$ cat src/rtl/i2c_stx_pkg.sv
package i2c_stx_pkg;

  localparam logic [1:0] REG_SET   = 2'd0;
  localparam logic [1:0] REG_CLR   = 2'd1;
  localparam logic [1:0] REG_DATA  = 2'd2;
  localparam logic [1:0] REG_PRESC = 2'd3;

  localparam int CB_EN  = 6;
  localparam int CB_STA = 5;
  localparam int CB_STO = 4;
  localparam int CB_SI  = 3;
  localparam logic [7:0] CTRL_MASK = 8'h7C;

  localparam logic [7:0] ST_START     = 8'h08;
  localparam logic [7:0] ST_ADDR_ACK  = 8'h18;
  localparam logic [7:0] ST_ADDR_NACK = 8'h20;
  localparam logic [7:0] ST_DATA_ACK  = 8'h28;
  localparam logic [7:0] ST_DATA_NACK = 8'h30;
  localparam logic [7:0] ST_LOST      = 8'h38;
  localparam logic [7:0] ST_IDLE      = 8'hF8;

  typedef enum logic [3:0] {
    S_IDLE, S_START_H, S_START_L, S_HOLD, S_BIT_LO, S_BIT_HI,
    S_ACK_LO, S_ACK_HI, S_ACK_END, S_STOP_A, S_STOP_B, S_STOP_C
  } stxState_e;

  typedef struct packed {
    logic sdaLow;
    logic sclLow;
    logic loadShift;
    logic shift;
    logic timerClr;
  } stxStrobe_t;

endpackage

$ cat src/rtl/i2c_stx_datapath.sv
module i2c_stx_datapath
  import i2c_stx_pkg::*;
#(
  parameter int PRESC_W   = 8,
  parameter int PRESC_RST = 4
) (
  input  logic       clk,
  input  logic       rstN,
  input  logic       wrEn,
  input  logic [1:0] wrAddr,
  input  logic [7:0] wrData,
  input  stxStrobe_t strobe,
  input  logic       sdaIn,
  input  logic       sclIn,
  output logic       tick,
  output logic       txBit,
  output logic       lastBit,
  output logic       sdaQ,
  output logic       sclQ,
  output logic       busBusy,
  output logic       sdaOe,
  output logic       sclOe
);

  logic [PRESC_W-1:0] presc;
  logic [PRESC_W-1:0] cnt;
  logic [7:0]         dataReg;
  logic [7:0]         txShift;
  logic [2:0]         bitCnt;
  logic               sdaPrev, sclPrev, sdaStage;
  logic               startSeen, stopSeen;

  assign tick      = (cnt == presc);
  assign txBit     = txShift[7];
  assign lastBit   = (bitCnt == 3'd7);
  // bus conditions seen on the sampled lines, whoever drove them
  assign startSeen = sclQ && sclPrev && sdaPrev && !sdaQ;
  assign stopSeen  = sclQ && sclPrev && !sdaPrev && sdaQ;

  always_ff @(posedge clk or negedge rstN) begin
    if (!rstN) begin
      presc    <= PRESC_W'(PRESC_RST);
      cnt      <= '0;
      dataReg  <= '0;
      txShift  <= '0;
      bitCnt   <= '0;
      sdaQ     <= 1'b1;
      sclQ     <= 1'b1;
      sdaPrev  <= 1'b1;
      sclPrev  <= 1'b1;
      busBusy  <= 1'b0;
      sclOe    <= 1'b0;
      sdaStage <= 1'b0;
      sdaOe    <= 1'b0;
    end else begin
      if (wrEn && wrAddr == REG_DATA)  dataReg <= wrData;
      if (wrEn && wrAddr == REG_PRESC) presc   <= PRESC_W'(wrData);
      if (strobe.timerClr || tick) cnt <= '0;
      else                         cnt <= cnt + 1'b1;
      if (strobe.loadShift) begin
        txShift <= dataReg;
        bitCnt  <= '0;
      end else if (strobe.shift) begin
        txShift <= {txShift[6:0], 1'b0};
        bitCnt  <= bitCnt + 1'b1;
      end
      sdaQ    <= sdaIn;
      sclQ    <= sclIn;
      sdaPrev <= sdaQ;
      sclPrev <= sclQ;
      if (startSeen)     busBusy <= 1'b1;
      else if (stopSeen) busBusy <= 1'b0;
      // SDA lags SCL by one stage so data never moves while SCL is high
      sclOe    <= strobe.sclLow;
      sdaStage <= strobe.sdaLow;
      sdaOe    <= sdaStage;
    end
  end

endmodule

$ cat src/rtl/i2c_stx_control.sv
module i2c_stx_control
  import i2c_stx_pkg::*;
(
  input  logic       clk,
  input  logic       rstN,
  input  logic       wrEn,
  input  logic [1:0] wrAddr,
  input  logic [7:0] wrData,
  input  logic       tick,
  input  logic       txBit,
  input  logic       lastBit,
  input  logic       sdaQ,
  input  logic       sclQ,
  input  logic       busBusy,
  output stxStrobe_t strobe,
  output logic [7:0] ctrlOut,
  output logic [7:0] statusCode
);

  stxState_e  state, stateN;
  logic [7:0] ctrl, ctrlN, statusN;
  logic       addrPhase, addrPhaseN, ackSeen, ackSeenN;
  logic       setSi, clrSto, statusLoad;
  logic       en, sta, sto, si;

  assign en = ctrl[CB_EN];
  assign sta = ctrl[CB_STA];
  assign sto = ctrl[CB_STO];
  assign si = ctrl[CB_SI];
  assign ctrlOut = ctrl;

  always_comb begin
    stateN     = state;
    strobe     = '0;
    setSi      = 1'b0;
    clrSto     = 1'b0;
    statusLoad = 1'b0;
    statusN    = statusCode;
    addrPhaseN = addrPhase;
    ackSeenN   = ackSeen;
    unique case (state)
      S_IDLE: if (en && sta && !si && !busBusy) begin
        stateN = S_START_H;
        strobe.timerClr = 1'b1;
      end
      S_START_H: begin
        strobe.sdaLow = 1'b1;
        if (tick) stateN = S_START_L;
      end
      S_START_L: begin
        strobe.sdaLow = 1'b1;
        strobe.sclLow = 1'b1;
        if (tick) begin
          stateN = S_HOLD; setSi = 1'b1; statusLoad = 1'b1;
          statusN = ST_START; addrPhaseN = 1'b1;
        end
      end
      S_HOLD: begin
        strobe.sdaLow = 1'b1;
        strobe.sclLow = 1'b1;
        if (!si) begin
          strobe.timerClr = 1'b1;
          if (sto) stateN = S_STOP_A;
          else begin
            stateN = S_BIT_LO;
            strobe.loadShift = 1'b1;
          end
        end
      end
      S_BIT_LO: begin
        strobe.sclLow = 1'b1;
        strobe.sdaLow = !txBit;
        if (tick) stateN = S_BIT_HI;
      end
      S_BIT_HI: begin
        strobe.sdaLow = !txBit;
        if (sclQ && txBit && !sdaQ) begin
          stateN = S_IDLE; setSi = 1'b1; statusLoad = 1'b1; statusN = ST_LOST;
        end else if (tick && sclQ) begin
          strobe.shift = 1'b1;
          stateN = lastBit ? S_ACK_LO : S_BIT_LO;
        end
      end
      S_ACK_LO: begin
        strobe.sclLow = 1'b1;
        if (tick) stateN = S_ACK_HI;
      end
      S_ACK_HI: if (tick && sclQ) begin
        ackSeenN = !sdaQ;
        stateN = S_ACK_END;
      end
      S_ACK_END: begin
        strobe.sclLow = 1'b1;
        if (tick) begin
          stateN = S_HOLD; setSi = 1'b1; statusLoad = 1'b1; addrPhaseN = 1'b0;
          if (addrPhase) statusN = ackSeen ? ST_ADDR_ACK : ST_ADDR_NACK;
          else           statusN = ackSeen ? ST_DATA_ACK : ST_DATA_NACK;
        end
      end
      S_STOP_A: begin
        strobe.sdaLow = 1'b1;
        strobe.sclLow = 1'b1;
        if (tick) stateN = S_STOP_B;
      end
      S_STOP_B: begin
        strobe.sdaLow = 1'b1;
        if (tick && sclQ) stateN = S_STOP_C;
      end
      S_STOP_C: if (tick) begin
        stateN = S_IDLE; clrSto = 1'b1; statusLoad = 1'b1; statusN = ST_IDLE;
      end
      default: stateN = S_IDLE;
    endcase
    if (!en) begin
      stateN = S_IDLE;
      strobe.sdaLow = 1'b0;
      strobe.sclLow = 1'b0;
      setSi = 1'b0;
      statusLoad = 1'b1;
      statusN = ST_IDLE;
    end
  end

  // software set/clear first, hardware events take priority after
  always_comb begin
    ctrlN = ctrl;
    if (wrEn && wrAddr == REG_SET) ctrlN = ctrlN | (wrData & CTRL_MASK);
    if (wrEn && wrAddr == REG_CLR) ctrlN = ctrlN & ~(wrData & CTRL_MASK);
    if (setSi)  ctrlN[CB_SI]  = 1'b1;
    if (clrSto) ctrlN[CB_STO] = 1'b0;
  end

  always_ff @(posedge clk or negedge rstN) begin
    if (!rstN) begin
      state      <= S_IDLE;
      ctrl       <= '0;
      statusCode <= ST_IDLE;
      addrPhase  <= 1'b0;
      ackSeen    <= 1'b0;
    end else begin
      state     <= stateN;
      ctrl      <= ctrlN;
      addrPhase <= addrPhaseN;
      ackSeen   <= ackSeenN;
      if (statusLoad) statusCode <= statusN;
    end
  end

endmodule

$ cat src/rtl/i2c_stx_top.sv
module i2c_stx_top
  import i2c_stx_pkg::*;
#(
  parameter int PRESC_W   = 8,
  parameter int PRESC_RST = 4
) (
  input  logic       clk,
  input  logic       rstN,
  input  logic       wrEn,
  input  logic [1:0] wrAddr,
  input  logic [7:0] wrData,
  output logic [7:0] ctrlOut,
  output logic [7:0] statusCode,
  output logic       irq,
  input  logic       sdaIn,
  output logic       sdaOe,
  input  logic       sclIn,
  output logic       sclOe
);

  stxStrobe_t strobe;
  logic tick, txBit, lastBit, sdaQ, sclQ, busBusy;

  assign irq = ctrlOut[CB_SI];

  i2c_stx_control u_ctrl (
    .clk(clk), .rstN(rstN), .wrEn(wrEn), .wrAddr(wrAddr), .wrData(wrData),
    .tick(tick), .txBit(txBit), .lastBit(lastBit), .sdaQ(sdaQ), .sclQ(sclQ),
    .busBusy(busBusy), .strobe(strobe), .ctrlOut(ctrlOut), .statusCode(statusCode)
  );

  i2c_stx_datapath #(.PRESC_W(PRESC_W), .PRESC_RST(PRESC_RST)) u_dp (
    .clk(clk), .rstN(rstN), .wrEn(wrEn), .wrAddr(wrAddr), .wrData(wrData),
    .strobe(strobe), .sdaIn(sdaIn), .sclIn(sclIn), .tick(tick), .txBit(txBit),
    .lastBit(lastBit), .sdaQ(sdaQ), .sclQ(sclQ), .busBusy(busBusy),
    .sdaOe(sdaOe), .sclOe(sclOe)
  );

endmodule

$ cat config.mk
export PLATFORM = sky130hd
export DESIGN_NAME = i2c_stx_top
export DESIGN_NICKNAME = d
export VERILOG_FILES = /design/src/rtl/i2c_stx_pkg.sv /design/src/rtl/i2c_stx_datapath.sv /design/src/rtl/i2c_stx_control.sv /design/src/rtl/i2c_stx_top.sv
export SDC_FILE = /design/constraint.sdc
export NUM_CORES = 1
export LEC_CHECK = 0
export ABC_AREA = 1
export ABC_CLOCK_PERIOD_IN_PS = 4150
export BUFFER_PORTS_ARGS = -buffer_cell sky130_fd_sc_hd__clkbuf_2
export CAP_MARGIN = 20
export CORE_MARGIN = 5
export CORE_UTILIZATION = 60
export DETAILED_ROUTE_END_ITERATION = 6
export PLACE_DENSITY = 0.93
export SLEW_MARGIN = 25
export SYNTH_ARGS = -nofsm -noshare
export SYNTH_HDL_FRONTEND = slang
export SYNTH_SLANG_ARGS = --single-unit
export TNS_END_PERCENT = 10
$ cat constraint.sdc
create_clock -name clk -period 4.15 [get_ports clk]
set_input_delay 0.6225 -clock clk [delete_from_list [all_inputs] [get_ports clk]]
set_output_delay 0.6225 -clock clk [all_outputs]
set_load 0.05 [all_outputs]
==> out/results.ini, run 1 <==
[status]
status = completed

[flow_run]
drv_cap = 0

[sta]
finalCritPeriodShare = 0.4889
timing.final.hold_violations = 0
fin_hold_ws_ns = 0.2825
rsz0062_at_grt = false
tightest_slew_ns = 0.6072
setup_tns_ns = 0
drv_slew = 0
fin_worst_skew_ns = 0.006786
period_needed_ns = 2.029
fmax_ghz = 0.4928
relSlewSlack = 0.5952
setup_viol = 0

[min_path]
hold_class = input pin to asynchronous set/reset pin

[critical_path]
cp.required_ns = 3.53
crit_arrival_ns = 1.41
path_cells = clkbuf_2
critPathMaxFanout = 18
cpPeakStageDelay_ns = 0.69
endpoint_kind = primary output
critPathLaunchType = flop
cp_slowest_cell = dfrtp_1
criticalPathCategory = flop to primary output
cp_num_buf_inv = 1
critical-path-top-delay-family = flip-flops

[floorplan]
die_w_microns = 80.17
start_util = 0.6213
io_pins = 34
fp-row-count = 25
die_area_sq_mm = 0.006426
die_y_microns = 80.17
core_area_sq_mm = 0.004755

[power_and_ir_drop]
p_sw_uw = 627.0
power_frac_clock = 0.331
sequentialPowerShare = 0.419
internal-power_uw = 1208
power_uw = 1835
combinationalPowerShare = 0.250
netSwitchingFraction = 0.3418
ir_worst_vdd_mv = 0.4665
p_leak_uw = 0.001749
power_density_mw_per_mm2 = 550.2

[global_routing]
grt_max_degree = 34
grt-ovfl-total = 0
grt_util_all_layers = 0.2130
antenna_found_initial = 0
use_met3 = 0.05493
grt_pass1_vias = 2341
met2_usage = 0.3568
gr-max-usage-layer = met2
grt_pass1_wl_microns = 10450
grt_use_met1 = 0.2575

[clock_tree]
cts.clk_slew.worst_paths_ns = 0.06
cts_hold_buf = 0
cts-root-buf = clkbuf_8
ctsResizeCount = 0
post-cts-setup-buffers = 0
cts_tree = built
clock-sinks = 58
clk_path_buf_depth = 2
clk_latency_ns = 0.34
numCtsBuffers = 9
htreeDepth = 3

[logic_synthesis]
synth_edf_count = 0
yosys-top-cells-area = dfrtp_1 42%, nand2_1 13%, dfstp_2 8.0%
ys_types = 29
synthFlopType = dfrtp_1
synth_cells = 358
yosys.area.top_type = dfrtp_1
ys_warn_count = 0
postSynth.asyncResetShare = 1.000
syn_area_per_cell_sq_um = 8.252
ys_seq_area_frac = 0.4951
synth_seq_cells = 58
synth_top_area_share = 0.4151
synth_area_sq_mm = 0.002954

[drt]
drc = 0
routed_wl_microns = 6020
viasPerCell = 5.257
drtIter0Drc = 151
dr.pass1.iters = 4
wl_per_cell_microns = 13.12
vias = 2413
ant_nets = 0

[place]
dp_hpwl_microns = 4365
gp_congestion = 0.9570
port_buffers = 27

[layout]
drive_gt1_frac = 0.2219
syn_to_final_growth_pct = 12.88
fin_nets = 406
finish.utilization = 0.7013
antenna_cells = 0

[state kept, by name, indices dropped and copies added (netlist names), named ones only]
name	flops
u_dp.cnt	8
u_dp.txShift	8
u_dp.dataReg	8
u_dp.sclQ	1
u_dp.presc	8
u_ctrl.ackSeen	1
u_dp.sdaQ	1
u_dp.sdaOe	1
u_dp.sdaStage	1
u_dp.sdaPrev	1
u_ctrl.addrPhase	1
u_dp.sclPrev	1
u_ctrl.statusCode	4
u_ctrl.ctrlOut	2
u_dp.busBusy	1
u_dp.sclOe	1
u_dp.bitCnt	3
u_ctrl.state	4
[cells in the final DEF, fill, tap and decap left out, drive strengths merged]
| master | count |
|---|---|
| a21oi | 3 |
| a31oi | 1 |
| buf | 1 |
| bufinv | 2 |
| clkbuf | 39 |
| clkinv | 1 |
| clkinvlp | 1 |
| conb | 6 |
| dfrtp | 49 |
| dfstp | 9 |
| ha | 4 |
| inv | 39 |
| nand2 | 113 |
| nand3 | 29 |
| nand4 | 15 |
| nor2 | 28 |
| nor3 | 3 |
| o211ai | 2 |
| o21ai | 33 |
| o221ai | 1 |
| xnor2 | 10 |
| xor2 | 3 |
[power by group through the flow]
| stage | clock network, uW | registers (uW) | logic [uW] |
|---|---|---|---|
| 6_report | 607 | 768 | 459 |
| 5_1_grt | 647 | 780 | 514 |
| 3_5_place_dp | 0 | 777 | 455 |
| 2_1_floorplan | 0 | 833 | 300 |
| 4_1_cts | 614 | 768 | 461 |
| 3_3_place_gp | 0 | 772 | 444 |
[Yosys cell counts, types with 2 or more instances]
| cell | number |
|---|---|
| clkbuf_1 | 3 |
| nand2_2 | 13 |
| o21ai_1 | 2 |
| nor3_1 | 3 |
| xnor2_1 | 10 |
| a21oi_1 | 3 |
| inv_2 | 12 |
| dfstp_2 | 9 |
| nand4_1 | 15 |
| buf_4 | 8 |
| nor2_4 | 2 |
| nand2_1 | 100 |
| ha_1 | 4 |
| inv_1 | 27 |
| nor2_1 | 22 |
| o211ai_1 | 2 |
| dfrtp_1 | 49 |
| o21ai_0 | 31 |
| nor2_2 | 4 |
| xor2_1 | 3 |
| buf_6 | 2 |
| nand3_1 | 27 |
[per-stage QoR]
stage          instances  setup slack (ns)  cell area [sq um]
5_1_grt              459             2.069               3334
4_1_cts              459             2.123               3334
3_3_place_gp         443             2.492               3097
6_report             459             2.121               3334
3_5_place_dp         443             2.444               3097
2_1_floorplan        363             2.567               2973
[cell type report]
cell class | instances | area [sq um]
Fill cell | 388 | 1420
Tap cell | 67 | 83.83
Clock buffer | 12 | 165.2
Clock inverter | 4 | 72.57
Multi-Input combinational cell | 251 | 1261
Inverter | 39 | 146.4
Timing Repair Buffer | 28 | 142.6
Sequential cell | 58 | 1463
[logic make-up (layout without fill, tap and decap cells)]
logic type	count (synthesis)	in the layout	share of synthesized area
compound gates	40	40	0.07327
xor+xnor	13	13	0.03854
fa+ha+maj	4	4	0.01694
buf+inv	54	83	0.08428
flops	58	58	0.4951
other cells	1	6	0.001269
simple gates	188	188	0.2906
[path summary, 6_finish.rpt]
kind | slack [ns] | end | depth (start not counted) | start
worst min-delay path | 0.28 | u_ctrl.addrPhase | 1 | rstN
worst max register to register | 2.40 | u_dp.txShift[6] | 9 | u_dp.presc[2]
min in group clk | 0.35 | u_dp.sdaOe | 0 | u_dp.sdaStage
max in group asynchronous | 3.00 | u_dp.sdaQ | 2 | rstN
worst max-delay path | 2.12 | ctrlOut[6] | 1 | flop
worst min register to register | 0.35 | u_dp.sdaOe | 0 | u_dp.sdaStage
[per-layer routing]
layer	vias to the layer above	wire [microns]
li1	1197	-
met5	-	0
met1	1112	2545
met4	0	189
met2	81	2905
met3	23	380
No activity file was read; power rests on OpenSTA's default activity.
==> run 2: changes to the inputs <==
Settings changed: ABC_AREA 1 to 0, ABC_CLOCK_PERIOD_IN_PS 4150 to 2000, CORE_UTILIZATION 60 to 58, PLACE_DENSITY 0.93 to 0.9.
Clock period 4.15 ns to 2 ns, I/O delays scaled along.
==> run 2 against run 1 <==
Against the previous run: the flow now finishes with violations (design-rule violations); critical path depth increased by 4; power up 120%; area after synthesis is 1.6% lower; sequential power is 120% higher; first-iteration DRC count down 11%.
==> out/results.ini, run 2 <==
[min_path]
holdPathStages = 1
hold_class = input pin to flop

[sta]
relSlewSlack = 0.5935  ; -0.001634
setup_tns_ns = 0  ; unchanged
period_needed_ns = 1.898
fmax_ghz = 0.5269
timing.final.hold_violations = 0  ; unchanged
drv_slew = 0  ; unchanged
setup_viol = 0  ; unchanged
tightest_slew_ns = 0.6061  ; -0.001195 ns
fin_worst_skew_ns = 0.01327  ; +0.006480 ns
finalCritPeriodShare = 0.9490

[power_and_ir_drop]
netSwitchingFraction = 0.3352  ; -0.006524
p_sw_uw = 1354  ; +120%
power_density_mw_per_mm2 = 1170  ; +110%
ir_worst_vdd_mv = 1.314  ; +180%
power_uw = 4040  ; +120%
sequentialPowerShare = 0.418  ; about the same
internal-power_uw = 2686  ; +120%
power_frac_clock = 0.315  ; -0.016
p_leak_uw = 0.001614  ; -7.7%
combinationalPowerShare = 0.267  ; +0.017

[critical_path]
critical-path-top-delay-family = flip-flops
cp.required_ns = 2.26  ; -1.27 ns
critPathLaunchType = flop
path_cells = xor2_1 -> nor4_4 -> and2_2 -> o211ai_1 -> mux2i_1
cp_num_buf_inv = 0  ; -1
crit_arrival_ns = 2.16  ; +0.75 ns
crit_cells = 5  ; +4
cp_slowest_cell = dfstp_2
r2r_setup_slack_ns = 0.10  ; -2.30 ns
rr_worst_depth = 5  ; -4
critPathMaxFanout = 5  ; -13
endpoint_kind = flop
criticalPathCategory = flop to flop
cpPeakStageDelay_ns = 0.55  ; -0.14 ns

[flow_run]
drv_cap = 0  ; unchanged

[logic_synthesis]
yosys.area.top_type = dfrtp_1
ys_warn_count = 0  ; unchanged
synth_area_sq_mm = 0.002908  ; -1.6%
ys_seq_area_frac = 0.5030  ; +0.007883
yosys-top-cells-area = dfrtp_1 42%, dfstp_2 8.1%, mux2_2 6.2%
synth_top_area_share = 0.4217  ; +0.006608
synth_cells = 282  ; -21%
synth_edf_count = 0  ; unchanged
ys_types = 52  ; +79%
yosysMostFrequentCell = dfrtp_1
ys_top_cells_by_count = 49 x dfrtp_1, 32 x nand2_1, 23 x nor2_1
synthFlopType = dfrtp_1
syn_area_per_cell_sq_um = 10.31  ; +25%
postSynth.asyncResetShare = 1.000  ; unchanged
synth_seq_cells = 58  ; unchanged

[floorplan]
core_area_sq_mm = 0.004786  ; +0.66%
die_w_microns = 80.81  ; +0.80%
fp-row-count = 25  ; unchanged
io_pins = 34  ; unchanged
start_util = 0.6076  ; -0.01373
die_y_microns = 80.81  ; +0.80%
die_area_sq_mm = 0.006529  ; +1.6%

[place]
dp_hpwl_microns = 4432  ; +1.5%
port_buffers = 27  ; unchanged
gp_congestion = 0.9527  ; -0.45%

[clock_tree]
post-cts-setup-buffers = 0  ; unchanged
cts_tree = built
numCtsBuffers = 9  ; unchanged
htreeDepth = 3  ; unchanged
clock-sinks = 58  ; unchanged
clk_path_buf_depth = 2  ; unchanged
cts-root-buf = clkbuf_8
cts.clk_slew.worst_paths_ns = 0.07  ; about the same
clk_latency_ns = 0.34  ; about the same

[layout]
fin_nets = 341  ; -16%
final_cell_mix = 49 x dfrtp_1, 32 x nand2_1, 27 x clkbuf_2
syn_to_final_growth_pct = 18.72
layout_commonest_cell = dfrtp_1
antenna_cells = 0  ; unchanged
drive_gt1_frac = 0.2875  ; +0.06552

[drt]
routed_wl_microns = 6303  ; +4.7%
wl_per_cell_microns = 16.00  ; +22%
viasPerCell = 5.766  ; +9.7%
drtIter0Drc = 135  ; -11%
dr.pass1.iters = 7  ; +3
ant_nets = 0  ; unchanged
drc = 1  ; +1
vias = 2272  ; -5.8%

[global_routing]
grt_pass1_vias = 2271  ; -3.0%
grt_util_all_layers = 0.2181  ; +0.005125
grt_pass1_wl_microns = 10670  ; +2.1%
antenna_found_initial = 0  ; unchanged
grt-ovfl-total = 0  ; unchanged
grt_max_degree = 38  ; +12%

[status]
violations = design-rule violations
status = finished, violations left

==> run 2: cell count changes in the layout (fill, tap and decap cells not counted), moves of 11 or more <==
cell,previous run,this run
o21ai_0,31,11
nand2_2,13,0
inv_2,12,0
inv_1,27,9
mux2_2,0,16
nand3_1,27,16
buf_4,1,17
nand4_1,15,3
xor2_1,3,15
nand2_1,100,32
==> run 2: per-layer routing <==
layer	up-vias	wire length [microns]	track usage
met4	0	119	0.08108
met5	-	0	0
met2	116	3054	0.3539
met1	1072	2568	0.2711
li1	1070	-	-
met3	14	560	0.07317
==> run 2: through the flow <==
| stage | setup WS, ns | instances | utilization | area (sq um) | hold WS [ns] |
|---|---|---|---|---|---|
| after global placement | -0.06288 | 377 | 0.6609 | 3163 | 0.3190 |
| after floorplan | 0.09980 | 287 | - | 2927 | 0.004409 |
| after detailed placement | -0.1334 | 377 | 0.6609 | 3163 | 0.3331 |
| after CTS | 0.007525 | 394 | 0.7142 | 3418 | 0.02047 |
| final | 0.1020 | 394 | 0.7213 | 3452 | 0.03958 |
| after global routing | -0.004737 | 394 | 0.7213 | 3452 | 0.01486 |
==> run 2: kinds of logic after synthesis <==
family,synth area share
flip-flops,0.5030
multiplexers,0.08606
AO/OA/AOI/OAI,0.1123
AND/OR/NAND/NOR,0.1695
other,0.001290
adder cells (fa/ha/maj),0.01721
buffers and inverters,0.05637
XOR/XNOR,0.05422
==> run 2: final cells by class <==
| type | count | area, sq um |
|---|---|---|
| sequential | 58 | 1463 |
| timing repair buffer | 46 | 292.8 |
| tap | 67 | 83.83 |
| multi-input combinational | 198 | 1341 |
| fill | 326 | 1334 |
| clock buffer | 12 | 165.2 |
| inverter | 9 | 33.78 |
| clock inverter | 4 | 72.57 |
==> run 2: repair_timing <==
| action | in CTS | in global routing |
|---|---|---|
| endpoints found under the setup margin | 2 | 23 |
| hold buffers | 1 | 0 |
| pin swaps | 0 | 1 |
| gates resized for setup | 1 | 4 |
| hold endpoints to repair | 14 | 0 |
==> run 2: path summary, 6_finish.rpt <==
check                              startpoint              end
worst max-delay path            u_dp.presc[2]  u_ctrl.state[2]
worst min-delay path                    sdaIn        u_dp.sdaQ
worst max register to register  u_dp.presc[2]  u_ctrl.state[2]
worst min register to register  u_dp.sdaStage       u_dp.sdaOe
max in group asynchronous                rstN    u_dp.presc[2]
min in group asynchronous                rstN       u_dp.sclOe
==> run 2: power groups by stage <==
stage	clock network (uW)	registers [uW]	logic (uW)
5_1_grt	1360	1720	1190
3_5_place_dp	0	1700	1020
4_1_cts	1300	1680	1030
6_report	1270	1690	1080
2_1_floorplan	0	1720	706
3_3_place_gp	0	1680	983
==> run 2: worst register-to-register path, stage by stage, from the launching register on <==
cell and delay, ns:
dfstp_2 0.55, xor2_1 0.23, nor4_4 0.10, and2_2 0.23
o211ai_1 0.46, mux2i_1 0.26
